### src/rtl/rso_pkg.sv
// Shared constants, write-target encoding and the address-size clamp
// for the reset option controller.
package rso_pkg;

    localparam int ASZ_MIN = 12;
    localparam int ASZ_MAX = 20;
    localparam int ASZ_W   = 5;

    // Target of a configuration write.
    typedef enum logic {
        CFG_BUSW = 1'b0,
        CFG_ASZ  = 1'b1
    } cfg_sel_e;

    // Limit a written address size to the supported range.
    function automatic logic [ASZ_W-1:0] clamp_asz(input logic [ASZ_W-1:0] v);
        if (v < ASZ_W'(ASZ_MIN))
            return ASZ_W'(ASZ_MIN);
        else if (v > ASZ_W'(ASZ_MAX))
            return ASZ_W'(ASZ_MAX);
        else
            return v;
    endfunction

endpackage

### src/rtl/rso_rst_qual.sv
// Reset qualifier.
// Synchronises the raw reset pin and holds in_reset high once the pin has
// been seen low for MIN_LOW_CLKS consecutive edges. It clears in_reset on
// the first edge where the synchronised pin reads high again, and flags
// that edge with release_p.
// Assumes: MIN_LOW_CLKS >= 1 and SYNC_STAGES >= 1. por_n is synchronous
// and holds the core in reset.
module rso_rst_qual #(
    parameter int MIN_LOW_CLKS = 8,
    parameter int SYNC_STAGES  = 2
) (
    input  logic clk,
    input  logic por_n,
    input  logic pin_n,
    output logic in_reset,
    output logic release_p
);
    localparam int CNT_W = $clog2(MIN_LOW_CLKS + 1);

    logic [SYNC_STAGES-1:0] sync_q;
    logic                   pin_seen;
    logic [CNT_W-1:0]       low_cnt;

    generate
        if (SYNC_STAGES == 1) begin : g_one
            // Single-stage capture of the pin.
            always_ff @(posedge clk) begin
                if (!por_n) sync_q <= '0;
                else        sync_q <= pin_n;
            end
        end else begin : g_chain
            // Shift the pin through the synchroniser chain.
            always_ff @(posedge clk) begin
                if (!por_n) sync_q <= '0;
                else        sync_q <= {sync_q[SYNC_STAGES-2:0], pin_n};
            end
        end
    endgenerate

    assign pin_seen = sync_q[SYNC_STAGES-1];

    // Count consecutive low samples, saturating at the qualifying length.
    always_ff @(posedge clk) begin
        if (!por_n)
            low_cnt <= '0;
        else if (pin_seen)
            low_cnt <= '0;
        else if (low_cnt != CNT_W'(MIN_LOW_CLKS))
            low_cnt <= low_cnt + CNT_W'(1);
    end

    // Enter reset after a qualified low; leave on the first high sample.
    always_ff @(posedge clk) begin
        if (!por_n)
            in_reset <= 1'b1;
        else if (!pin_seen && low_cnt == CNT_W'(MIN_LOW_CLKS - 1))
            in_reset <= 1'b1;
        else if (in_reset && pin_seen)
            in_reset <= 1'b0;
    end

    assign release_p = in_reset & pin_seen;


    qual_len_chk: assert property (@(posedge clk) disable iff (!por_n)
        $rose(in_reset) |-> low_cnt == CNT_W'(MIN_LOW_CLKS));


    glitch_ign_chk: assert property (@(posedge clk) disable iff (!por_n)
        (!in_reset && pin_seen) |=> !in_reset);


    release_chk: assert property (@(posedge clk) disable iff (!por_n)
        release_p |=> !in_reset);

endmodule

### src/rtl/rso_boot_sel.sv
// Boot selector and code-source latch.
// On the release pulse it latches the ROMless flag from the code-source
// pin and picks the start address: the boot vector when forced or when
// the flash status is nonzero, otherwise the zero-extended reset vector.
// The values hold until the next release.
// Assumes: VEC_W < ADDR_W. Inputs are stable at the release edge.
module rso_boot_sel #(
    parameter int STAT_W = 8,
    parameter int ADDR_W = 20,
    parameter int VEC_W  = 16
) (
    input  logic              clk,
    input  logic              por_n,
    input  logic              cap,
    input  logic              code_pin,
    input  logic              boot_force,
    input  logic [STAT_W-1:0] flash_stat,
    input  logic [VEC_W-1:0]  rst_vec,
    input  logic [ADDR_W-1:0] boot_vec,
    output logic              romless,
    output logic              boot_sel,
    output logic [ADDR_W-1:0] start_addr
);
    logic use_boot;

    assign use_boot = boot_force | (|flash_stat);

    // Latch code source and start-address choice at release.
    always_ff @(posedge clk) begin
        if (!por_n) begin
            romless    <= 1'b0;
            boot_sel   <= 1'b0;
            start_addr <= '0;
        end else if (cap) begin
            romless    <= ~code_pin;
            boot_sel   <= use_boot;
            start_addr <= use_boot ? boot_vec : {{(ADDR_W-VEC_W){1'b0}}, rst_vec};
        end
    end


    hold_chk: assert property (@(posedge clk) disable iff (!por_n)
        !cap |=> ($stable(romless) && $stable(boot_sel) && $stable(start_addr)));


    page0_chk: assert property (@(posedge clk) disable iff (!por_n)
        !boot_sel |-> start_addr[ADDR_W-1:VEC_W] == '0);


    force_chk: assert property (@(posedge clk) disable iff (!por_n)
        (cap && boot_force) |=> boot_sel);

endmodule

### src/rtl/rso_bus_cfg.sv
// External bus configuration.
// Holds the bus width and the address size. Both are loaded from the
// straps on the release pulse. Afterwards software may rewrite either one
// while the core is out of reset. A written address size is clamped.
// Assumes: cap is only high while in_reset is high.
module rso_bus_cfg
    import rso_pkg::*;
(
    input  logic             clk,
    input  logic             por_n,
    input  logic             in_reset,
    input  logic             cap,
    input  logic             code_pin,
    input  logic             bw_pin,
    input  logic             cfg_we,
    input  logic             cfg_sel,
    input  logic [ASZ_W-1:0] cfg_wdata,
    output logic             bus_16b,
    output logic [ASZ_W-1:0] addr_size
);
    cfg_sel_e sel;
    logic     wr_ok;

    assign sel   = cfg_sel_e'(cfg_sel);
    assign wr_ok = cfg_we & ~in_reset;

    // Bus width: strap at release, software write afterwards.
    always_ff @(posedge clk) begin
        if (!por_n)
            bus_16b <= 1'b1;
        else if (cap)
            bus_16b <= bw_pin;
        else if (wr_ok && sel == CFG_BUSW)
            bus_16b <= cfg_wdata[0];
    end

    // Address size: full width for external code, minimum otherwise.
    always_ff @(posedge clk) begin
        if (!por_n)
            addr_size <= ASZ_W'(ASZ_MAX);
        else if (cap)
            addr_size <= code_pin ? ASZ_W'(ASZ_MIN) : ASZ_W'(ASZ_MAX);
        else if (wr_ok && sel == CFG_ASZ)
            addr_size <= clamp_asz(cfg_wdata);
    end


    asz_range_chk: assert property (@(posedge clk) disable iff (!por_n)
        (addr_size >= ASZ_W'(ASZ_MIN)) && (addr_size <= ASZ_W'(ASZ_MAX)));


    busw_lock_chk: assert property (@(posedge clk) disable iff (!por_n)
        (in_reset && !cap) |=> $stable(bus_16b));

endmodule

### src/rtl/reset_option_ctl.sv
// Reset option controller (top).
// Qualifies the reset pin, captures the code-source and bus-width straps
// at release, selects the core start address, and turns the code-source
// pin into a bus wait input once the core runs.
// Assumes: strap pins are held until the third clock edge after the reset
// pin rises.
module reset_option_ctl
    import rso_pkg::*;
#(
    parameter int MIN_LOW_CLKS = 8,
    parameter int SYNC_STAGES  = 2,
    parameter int STAT_W       = 8,
    parameter int ADDR_W       = 20,
    parameter int VEC_W        = 16
) (
    input  logic              clk,
    input  logic              por_n,
    input  logic              rst_pin_n,
    input  logic              code_wait_pin,
    input  logic              bus_width_pin,
    input  logic              boot_force,
    input  logic [STAT_W-1:0] flash_stat,
    input  logic [VEC_W-1:0]  rst_vec,
    input  logic [ADDR_W-1:0] boot_vec,
    input  logic              cfg_we,
    input  logic              cfg_sel,
    input  logic [ASZ_W-1:0]  cfg_wdata,
    output logic              core_rst_n,
    output logic              romless,
    output logic              bus_16b,
    output logic [ASZ_W-1:0]  addr_size,
    output logic              bus_wait,
    output logic              boot_sel,
    output logic [ADDR_W-1:0] start_addr
);
    logic in_reset;
    logic release_p;

    rso_rst_qual #(
        .MIN_LOW_CLKS (MIN_LOW_CLKS),
        .SYNC_STAGES  (SYNC_STAGES)
    ) u_qual (
        .clk       (clk),
        .por_n     (por_n),
        .pin_n     (rst_pin_n),
        .in_reset  (in_reset),
        .release_p (release_p)
    );

    rso_boot_sel #(
        .STAT_W (STAT_W),
        .ADDR_W (ADDR_W),
        .VEC_W  (VEC_W)
    ) u_boot (
        .clk        (clk),
        .por_n      (por_n),
        .cap        (release_p),
        .code_pin   (code_wait_pin),
        .boot_force (boot_force),
        .flash_stat (flash_stat),
        .rst_vec    (rst_vec),
        .boot_vec   (boot_vec),
        .romless    (romless),
        .boot_sel   (boot_sel),
        .start_addr (start_addr)
    );

    rso_bus_cfg u_bus (
        .clk       (clk),
        .por_n     (por_n),
        .in_reset  (in_reset),
        .cap       (release_p),
        .code_pin  (code_wait_pin),
        .bw_pin    (bus_width_pin),
        .cfg_we    (cfg_we),
        .cfg_sel   (cfg_sel),
        .cfg_wdata (cfg_wdata),
        .bus_16b   (bus_16b),
        .addr_size (addr_size)
    );

    // Core reset follows the qualifier; the pin becomes a wait input in run.
    assign core_rst_n = ~in_reset;
    assign bus_wait   = ~in_reset & code_wait_pin;


    wait_mask_chk: assert property (@(posedge clk) disable iff (!por_n)
        !core_rst_n |-> !bus_wait);

endmodule

### config.mk
export PLATFORM = sky130hd
export DESIGN_NAME = reset_option_ctl
export DESIGN_NICKNAME = d
export VERILOG_FILES = /design/src/rtl/rso_pkg.sv /design/src/rtl/rso_rst_qual.sv /design/src/rtl/rso_boot_sel.sv /design/src/rtl/rso_bus_cfg.sv /design/src/rtl/reset_option_ctl.sv
export SDC_FILE = /design/constraint.sdc
export NUM_CORES = 1
export LEC_CHECK = 0
export ABC_CLOCK_PERIOD_IN_PS = 3200
export BUFFER_PORTS_ARGS = -buffer_cell sky130_fd_sc_hd__buf_2
export CORE_AREA = 2 2 82 64
export DETAILED_ROUTE_END_ITERATION = 8
export DIE_AREA = 0 0 84 66
export SYNTH_ARGS = -nofsm -noshare
export SYNTH_HDL_FRONTEND = slang
export SYNTH_SLANG_ARGS = --single-unit
### constraint.sdc
create_clock -name clk -period 3.2 [get_ports clk]
set_input_delay 0.48 -clock clk [delete_from_list [all_inputs] [get_ports clk]]
set_output_delay 0.48 -clock clk [all_outputs]
set_load 0.02 [all_outputs]
# Word-level counts from Yosys, hierarchy flattened

Index checks and enable logic that the tools add are counted.

Add/subtract/negate cells: 1
$lt $le $gt $ge: 2
Eq/ne operators: 2
Muxes and demuxes: 8
Bitwise logic cells: 8
Reductions and logical operators: 10

Operators by type and width:

| cell                                                  | count |
|---|---|
| two-way mux 5 bit                                     | 5 |
| two-way mux 20 bit                                    | 1 |
| OR reduction 8 bit                                    | 1 |
| greater-than comparator 5 bit (second input constant) | 1 |
| < comparator 5 x 4 -> 1 bit (second input constant)   | 1 |
| adder 4 x 1 -> 4 bit (second input constant)          | 1 |
| == test 4 x 3 -> 1 bit (second input constant)        | 1 |
| logical AND 1 bit                                     | 4 |
| inequality test 4 bit (second input constant)         | 1 |
| NOT 1 bit                                             | 4 |
| nonzero test 2 bit                                    | 2 |
| OR reduction 2 bit                                    | 2 |
| bitwise AND 1 bit                                     | 3 |
| two-way mux 1 bit                                     | 2 |
| logical NOT 1 bit                                     | 1 |
| bitwise OR 1 bit                                      | 1 |

Flip-flop bits (word level): 35
Input port bits: 57
Output and inout bits: 30
Word-level logic and storage cells: 39

# Logic depth before layout (Yosys ltp)

Gate-level depths: netlist (run 1).

Depth after elaboration: 5
Gate-level depth with buffers: 6
Mapped depth without buffers: 6

# Cells and area by module

From an unflattened synthesis (run 1), not the netlist that was laid out.

Cells, all modules: 186
Area total of the unflattened synthesis: 1716.6 um^2

Modules (own cells, without submodules):

| module           | instances | cells an instance | area each (um^2) |
|---|---|---|---|
| rso_boot_sel     | 1         | 124               | 1113.6 |
| rso_rst_qual     | 1         | 30                | 304.0 |
| rso_bus_cfg      | 1         | 30                | 289.0 |
| reset_option_ctl | 1         | 2                 | 10.0 |

# Least setup slack after synthesis (run 1)

No wires, ideal clock.

Path type: input port to flip-flop
Start point: input flash_stat[3]
End point: register u_boot.boot_sel
Arrival: 1.332 ns
Required time: 3.084 ns
Slack: 1.751 ns
Cell stages on the path: 6
Buffers on the path: 2
Cells stage by stage: nor4_2 > and3_1 > buf_6 > buf_12 > nand2_1 > o211a_1

Longest elaborated chain between the ends: 2

Ends and longest elaborated chain:

| what                 | RTL line               | text |
|---|---|---|
| start, declared      | reset_option_ctl.sv:22 | `input logic [STAT_W-1:0] flash_stat,` |
| OR reduction 8 bit   | rso_boot_sel.sv:26     | `assign use_boot = boot_force \| (\|flash_stat);` |
| bitwise OR 1 bit     | rso_boot_sel.sv:26     |  |
| end signal, assigned | rso_boot_sel.sv:36     | `boot_sel <= use_boot;` |
| end, declared        | rso_boot_sel.sv:21     | `output logic boot_sel,` |

No other way between the ends.
A chain may end at the register's enable or synchronous reset.

# Final worst setup path (run 1)

Start point: register u_qual.in_reset
End point: register u_bus.addr_size[4]

Longest elaborated chain between the ends: 4
Elaborated cells on any way between the ends: 6
Those cells by class: mux (1); bitwise (3); reduce/logical (2)

Ends and longest elaborated chain:

| what                                | RTL line           | text |
|---|---|---|
| start, declared                     | rso_rst_qual.sv:15 | `output logic in_reset,` |
| start signal, assigned              | rso_rst_qual.sv:55 | `in_reset <= 1'b1;` |
| start signal, assigned              | rso_rst_qual.sv:57 | `in_reset <= 1'b1;` |
| start signal, assigned              | rso_rst_qual.sv:59 | `in_reset <= 1'b0;` |
| NOT 1 bit                           | rso_bus_cfg.sv:25  | `assign wr_ok = cfg_we & ~in_reset;` |
| bitwise AND 1 bit                   | rso_bus_cfg.sv:25  |  |
| logical AND 1 bit                   | rso_bus_cfg.sv:43  | `else if (wr_ok && sel == CFG_ASZ)` |
| nonzero test 2 bit (no source line) | n/a                |  |
| end signal, assigned                | rso_bus_cfg.sv:40  | `addr_size <= ASZ_W'(ASZ_MAX);` |
| end signal, assigned                | rso_bus_cfg.sv:42  | `addr_size <= code_pin ? ASZ_W'(ASZ_MIN) : ASZ_W'(ASZ_MAX);` |
| end signal, assigned                | rso_bus_cfg.sv:44  | `addr_size <= clamp_asz(cfg_wdata);` |
| end, declared                       | rso_bus_cfg.sv:19  | `output logic [ASZ_W-1:0] addr_size` |

Parallel ways exist; a longest one is shown, timed or not.

==> results.json, run 1 <==
{
  "hp-class": "in2reg",
  "yosysWarningCount": 0,
  "numCtsBuffers": 5,
  "min_period_ns": 1.739,
  "ioPinCount": 87,
  "reg2reg_slack_ns": 1.46,
  "synthMuxAreaShare_pct": 1.401,
  "fin_worst_skew_ns": 0.009146,
  "grt_start_max_net_pins": 32,
  "switching_share_pct": 26.14,
  "final_antenna_net_count": 0,
  "synth_top_family_by_area": "simple AND/OR/NAND/NOR gates",
  "ir_worst_vdd_v": 0.0001910,
  "drc": 0,
  "status": "finished, final reports clean",
  "antenna_found_initial": 0,
  "synth-main-ff-cell": "dfxtp_1",
  "holdBufCountCts": 0,
  "hold_viol": 0,
  "grt_pass1_vias": 1426,
  "synthAdderAreaFrac_pct": 1.649,
  "regArea_um2": 700.7,
  "synth_edf_count": 0,
  "wl_per_cell_um": 11.84,
  "fin_nets": 327,
  "syn_inst": 187,
  "htreeDepth": 2,
  "tightestPinTransition_ns": 0.7785,
  "synth_area_leaders": "dfxtp_1, nand2_1, a31oi_1",
  "comb_power_share_pct": 14.1,
  "worstSetupPathType": "reg2reg",
  "async_reset_ff_share_pct": 0,
  "synth_xor_area_share_pct": 1.154,
  "synth_simple_gate_area_share_pct": 22.26,
  "syn2layout_area_growth_pct": 33.97,
  "grt_pass1_wl_mm": 6.472,
  "drive_above_1_share_pct": 35.69,
  "viasPerCell": 4.726,
  "ctsLongestPathBuffers": 2,
  "post_cts_buffers": 0,
  "overflow": 0,
  "drtIter0Drc": 83,
  "p_leak_nw": 0.9997,
  "fin_area_um2": 2033,
  "ctsResizeCount": 0,
  "tns_ns": 0,
  "syn_area_per_cell_um2": 8.116,
  "slew_headroom_pct": 47.96,
  "finalCritPeriodShare_pct": 54.33,
  "place_ws_ns": 1.205,
  "synth.cell_area_um2": 1518,
  "rsz0062_at_grt": "no",
  "gp_congestion": 0.7429,
  "layout_commonest_cell": "buf_2",
  "final_cell_mix": "buf_2, nand2_1, dfxtp_1",
  "clock-sinks": 35,
  "clock_latency_ns": 0.29,
  "path_max_fanout": 29,
  "fillCellCount": 525,
  "die_y_um": 66,
  "endpoint_kind": "flip-flop",
  "portBuffers": 86,
  "die_area_um2": 5544,
  "dr.pass1.iters": 4,
  "cts_tree": "built",
  "synth_seq_cells": 35,
  "setup_slack_ns": 1.462,
  "rows": 22,
  "pwr-share-clk_pct": 34.0,
  "required_ns": 3.43,
  "diodes": 0,
  "routed_wl_mm": 3.896,
  "root_buffer": "clkbuf_8",
  "die_width_um": 84,
  "dp_hpwl_mm": 2.764,
  "yosysSeqAreaShare_pct": 46.17,
  "max_freq_mhz": 575.2,
  "synth_fp_nets": 246,
  "ys_types": 33,
  "slew_viol_final": 0,
  "route.vias.total": 1555,
  "path_clk_slew_ns": 0.07,
  "placed_area_um2": 1952,
  "switching_power_uw": 235.9,
  "drv_cap": 0,
  "worstPathArrival_ns": 1.97,
  "power_per_cell_area_nw_per_um2": 443.8,
  "synth.top_cell.area_share_pct": 46.17,
  "yosysTopAreaCell": "dfxtp_1",
  "critPathLaunchType": "flip-flop",
  "seqPwrFrac_pct": 51.9,
  "coreArea_um2": 4762,
  "initial_core_util_pct": 31.87,
  "synth_compound_area_share_pct": 20.69,
  "setup_viol": 0,
  "grtUsageTotal_pct": 14.74,
  "power.internal_uw": 666.4,
  "multi_input_area_um2": 715.7
}
## synth_stat cells (3+ instances only)
cell	count
a21boi_0	4
o21ai_0	21
clkbuf_1	8
a21oi_1	4
and2_1	3
inv_1	6
nand2_1	48
nand3_1	9
a31oi_1	17
dfxtp_1	35
nor2_1	5
## cell families (layout without fill, tap and decap cells)
kind of cell / after synthesis / after routing
XOR/XNOR: 2 / 2
AO/OA/AOI/OAI: 52 / 52
flip-flops: 35 / 35
multiplexers: 2 / 2
AND/OR/NAND/NOR: 75 / 75
adder cells (fa/ha/maj): 2 / 2
buffers and inverters: 19 / 101
## flip-flops by register name, indices dropped and copies added, names as in the netlist
name and flops:
u_boot.boot_sel 1, u_boot.romless 1, u_boot.start_addr 20, u_bus.addr_size 5, u_bus.bus_16b 1, u_qual.in_reset 1
u_qual.low_cnt 4, u_qual.sync_q 2
## cell type report
class / instances / share of cell area [%]
Tap cell: 60 / 3.692
Clock buffer: 7 / 3.754
Sequential cell: 35 / 34.46
Timing Repair Buffer: 87 / 21.54
Inverter: 6 / 1.108
Clock inverter: 1 / 0.2462
Multi-Input combinational cell: 133 / 35.20
## worst max-delay path, stage by stage, from the launching register on
cell and delay, ns:
dfxtp_1 0.45, and2_1 0.49, buf_4 0.37, a21oi_1 0.10
a22o_1 0.19, nand2_1 0.06
## metrics by stage
step	power, mW	util (%)	cells	hold WS [ns]
final	0.9024	42.70	329	0.4084
after global routing	0.9525	42.70	329	0.4231
after CTS	0.9161	42.70	329	0.4006
after detailed placement	0.6053	40.99	321	0.4196
after global placement	0.6046	40.99	321	0.4171
after floorplan	0.5443	-	187	0.4119
## power by group through the flow
| stage | combinational, mW | clock [mW] | sequential [mW] |
|---|---|---|---|
| CTS | 0.128 | 0.320 | 0.468 |
| global route | 0.143 | 0.339 | 0.471 |
| global placement | 0.127 | 0 | 0.478 |
| finish | 0.127 | 0.307 | 0.468 |
| floorplan | 0.0489 | 0 | 0.495 |
| detailed placement | 0.128 | 0 | 0.478 |
## worst paths after layout
check                          startpoint                         endpoint  cells after the start
min                             rst_pin_n      u_qual.sync_q[0]$_SDFF_PN0_                      2
max reg2reg  u_qual.in_reset$_SDFFE_PP1P_  u_bus.addr_size[4]$_SDFFE_PN1P_                      5
min reg2reg   u_qual.sync_q[0]$_SDFF_PN0_      u_qual.sync_q[1]$_SDFF_PN0_                      1
max          u_qual.in_reset$_SDFFE_PP1P_  u_bus.addr_size[4]$_SDFFE_PN1P_                      5
## routing by layer
layer / routed length (um) / GRT usage [%]
met3: 322 / 4.869
met1: 1938 / 18.62
met5: 0 / 0
met2: 1570 / 23.30
met4: 64 / 6.048
Note: power is estimated with default switching activity, not from simulation.
==> run 2, diff against run 1 <==
--- a/config.mk
+++ b/config.mk
@@ -5,11 +5,12 @@
 export SDC_FILE = /design/constraint.sdc
 export NUM_CORES = 1
 export LEC_CHECK = 0
-export ABC_CLOCK_PERIOD_IN_PS = 3200
+export ABC_AREA = 1
+export ABC_CLOCK_PERIOD_IN_PS = 1450
 export BUFFER_PORTS_ARGS = -buffer_cell sky130_fd_sc_hd__buf_2
-export CORE_AREA = 2 2 82 64
+export CORE_AREA = 2 2 90 70
 export DETAILED_ROUTE_END_ITERATION = 8
-export DIE_AREA = 0 0 84 66
+export DIE_AREA = 0 0 92 72
 export SYNTH_ARGS = -nofsm -noshare
 export SYNTH_HDL_FRONTEND = slang
 export SYNTH_SLANG_ARGS = --single-unit
==> constraint.sdc (replaced) <==
create_clock -name clk -period 1.45 [get_ports clk]
set_input_delay 0.2175 -clock clk [delete_from_list [all_inputs] [get_ports clk]]
set_output_delay 0.2175 -clock clk [all_outputs]
set_load 0.02 [all_outputs]
==> run 2 against run 1 <==
  * Clock skew is 0.0066 ns lower
  * Global-route usage is 0.086 points higher
  * Fmax is 35% higher
  * Critical endpoint is now u_bus.bus_16b$_SDFFE_PN1P_
==> results.json, run 2 <==
{
  "status": "finished, final reports clean",
  "clock-sinks": 35,
  "viasPerCell": 4.423,
  "drtIter0Drc": 63,
  "setup_slack_ns": 0.1609,
  "cp_slowest_cell": "dfxtp_1",
  "clock_latency_ns": 0.27,
  "fillCellCount": 630,
  "post_cts_buffers": 0,
  "hold_viol": 0,
  "initial_core_util_pct": 32.57,
  "slew_headroom_pct": 68.77,
  "cpPeakStageDelay_ns": 0.38,
  "syn_area_per_cell_um2": 6.831,
  "wl_per_cell_um": 10.83,
  "endpoint_kind": "flip-flop",
  "switching_power_uw": 575.4,
  "overflow": 0,
  "largest_reg_flops": 20,
  "synth_edf_count": 0,
  "numCtsBuffers": 5,
  "rsz0062_at_grt": "no",
  "synth-main-ff-cell": "dfxtp_1",
  "ir_worst_vdd_v": 0.0002993,
  "async_reset_ff_share_pct": 0,
  "ctsLongestPathBuffers": 2,
  "gp_congestion": 0.8399,
  "power_per_cell_area_nw_per_um2": 866.8,
  "slew_viol_final": 0,
  "synth.most_common_cell": "inv_1",
  "grt_start_max_net_pins": 29,
  "die_area_um2": 6624,
  "yosysWarningCount": 0,
  "tns_ns": 0,
  "hp-class": "in2reg",
  "regArea_um2": 700.7,
  "path_clk_slew_ns": 0.07,
  "syn_inst": 272,
  "pwr-share-clk_pct": 32.9,
  "syn2layout_area_growth_pct": 31.99,
  "cts_tree": "built",
  "tightestPinTransition_ns": 0.4677,
  "portBuffers": 86,
  "ys_types": 27,
  "final_cell_mix": "buf_2, inv_1, nor2_1",
  "dp_hpwl_mm": 3.664,
  "synth_seq_cells": 35,
  "min_period_ns": 1.289,
  "fin_cells": 440,
  "root_buffer": "clkbuf_8",
  "antenna_found_initial": 0,
  "holdBufCountCts": 0,
  "critPathLaunchType": "flip-flop",
  "power.total_mw": 2.126,
  "grt_pass1_vias": 1851,
  "ctsResizeCount": 0,
  "path_common_cell": "o21ai_1",
  "placedCellCount": 433,
  "largestRegisters": "u_boot.start_addr: 20 flops, u_bus.addr_size: 5 flops, u_qual.low_cnt: 4 flops",
  "drive_above_1_share_pct": 30.94,
  "ioPinCount": 87,
  "grt_pass1_wl_mm": 7.990,
  "synth.top_cell.area_share_pct": 37.71,
  "fin_worst_skew_ns": 0.002589,
  "rows": 24,
  "finalCritPeriodShare_pct": 88.90,
  "setup_viol": 0,
  "grtUsageTotal_pct": 14.82,
  "die_width_um": 92,
  "path_max_fanout": 28,
  "worstSetupPathType": "reg2reg",
  "die_y_um": 72,
  "power.internal_mw": 1.550,
  "crit_chain": "nand2_1, inv_2, buf_12, o21ai_1, a21oi_1, o21ai_1",
  "max_freq_mhz": 775.7,
  "synth_fp_nets": 331,
  "synth_area_leaders": "dfxtp_1, nand3_1, inv_1",
  "p_leak_nw": 1.336,
  "diodes": 0,
  "yosys-top-cells-count": "inv_1, nor2_1, nand2_1, nand3_1, dfxtp_1",
  "worstPathArrival_ns": 1.45,
  "place_ws_ns": 0.1121,
  "multi_input_area_um2": 868.3,
  "drc": 0,
  "required_ns": 1.61,
  "fin_nets": 421,
  "routed_wl_mm": 4.765,
  "largest_register": "u_boot.start_addr",
  "coreArea_um2": 5705,
  "htreeDepth": 2,
  "dr.pass1.iters": 4,
  "comb_power_share_pct": 18.3,
  "seqPwrFrac_pct": 48.8,
  "route.vias.total": 1946,
  "final_antenna_net_count": 0,
  "layout_commonest_cell": "buf_2",
  "yosysTopAreaCell": "dfxtp_1",
  "yosysSeqAreaShare_pct": 37.71,
  "switching_share_pct": 27.07,
  "synth.cell_area_um2": 1858,
  "drv_cap": 0
}
-- run 2: layout make-up --
class,instances,area share (%)
clock buffer,6,3.367
clock inverter,1,0.2041
inverter,52,7.959
multi-input combinational,174,35.41
sequential,35,28.57
tap,78,3.980
timing repair buffer,94,20.51
-- run 2: cells by family (layout without fill, tap and decap cells) --
| kind of cell | after synthesis | in the layout | share of synthesized area [%] |
|---|---|---|---|
| and+or+nand+nor | 134 | 134 | 32.26 |
| adders and majority gates | 2 | 2 | 1.347 |
| buffers and inverters | 63 | 153 | 15.56 |
| DFF | 35 | 35 | 37.71 |
| xor gates and xnor gates | 1 | 1 | 0.4715 |
| AOI/OAI and AO/OA | 37 | 37 | 12.66 |
-- run 2: critical path, delay by kind of cell (launching register included) --
family	cells	cell delay (ns)
DFF	1	0.38
buffers and inverters	2	0.31
AOI/OAI and AO/OA	3	0.26
and+or+nand+nor	1	0.21
-- run 2: worst paths after layout --
kind	from	slack, ns	to	depth (start not counted)
setup reg to reg	u_qual.in_reset$_SDFFE_PP1P_	0.16	u_bus.bus_16b$_SDFFE_PN1P_	6
hold reg to reg	u_qual.sync_q[0]$_SDFF_PN0_	0.41	u_qual.sync_q[1]$_SDFF_PN0_	2
hold / removal	rst_pin_n	0.13	u_qual.sync_q[0]$_SDFF_PN0_	3
setup / recovery	u_qual.in_reset$_SDFFE_PP1P_	0.16	u_bus.bus_16b$_SDFFE_PN1P_	6
-- run 2: per-layer routing --
| metal | up-vias | part of all wire (%) | GRT usage [%] | wire (um) |
|---|---|---|---|---|
| li1 | 1028 | - | - | - |
| met1 | 866 | 49 | 18.50 | 2334 |
| met2 | 48 | 46 | 25.74 | 2176 |
| met3 | 4 | 4.7 | 3.323 | 226 |
| met4 | 0 | 0.59 | 4.809 | 28 |
| met5 | - | 0 | 0 | 0 |
-- run 2: power groups by stage --
| stage | Clock (mW) | Sequential, mW | Combinational, mW |
|---|---|---|---|
| 2_1_floorplan | 0 | 1.10 | 0.187 |
| 3_3_place_gp | 0 | 1.06 | 0.388 |
| 5_1_grt | 0.782 | 1.04 | 0.436 |
| 3_5_place_dp | 0 | 1.06 | 0.392 |
| 4_1_cts | 0.743 | 1.04 | 0.394 |
| 6_report | 0.699 | 1.04 | 0.389 |
-- run 2: metrics by stage --
step           area, um^2  utilization [%]  hold slack, ns
6_report             2452            42.98          0.1274
5_1_grt              2452            42.98          0.1531
4_1_cts              2452            42.98          0.1203
3_5_place_dp         2365            41.45          0.3997
3_3_place_gp         2365            41.45          0.3993
2_1_floorplan        1858                -          0.2865
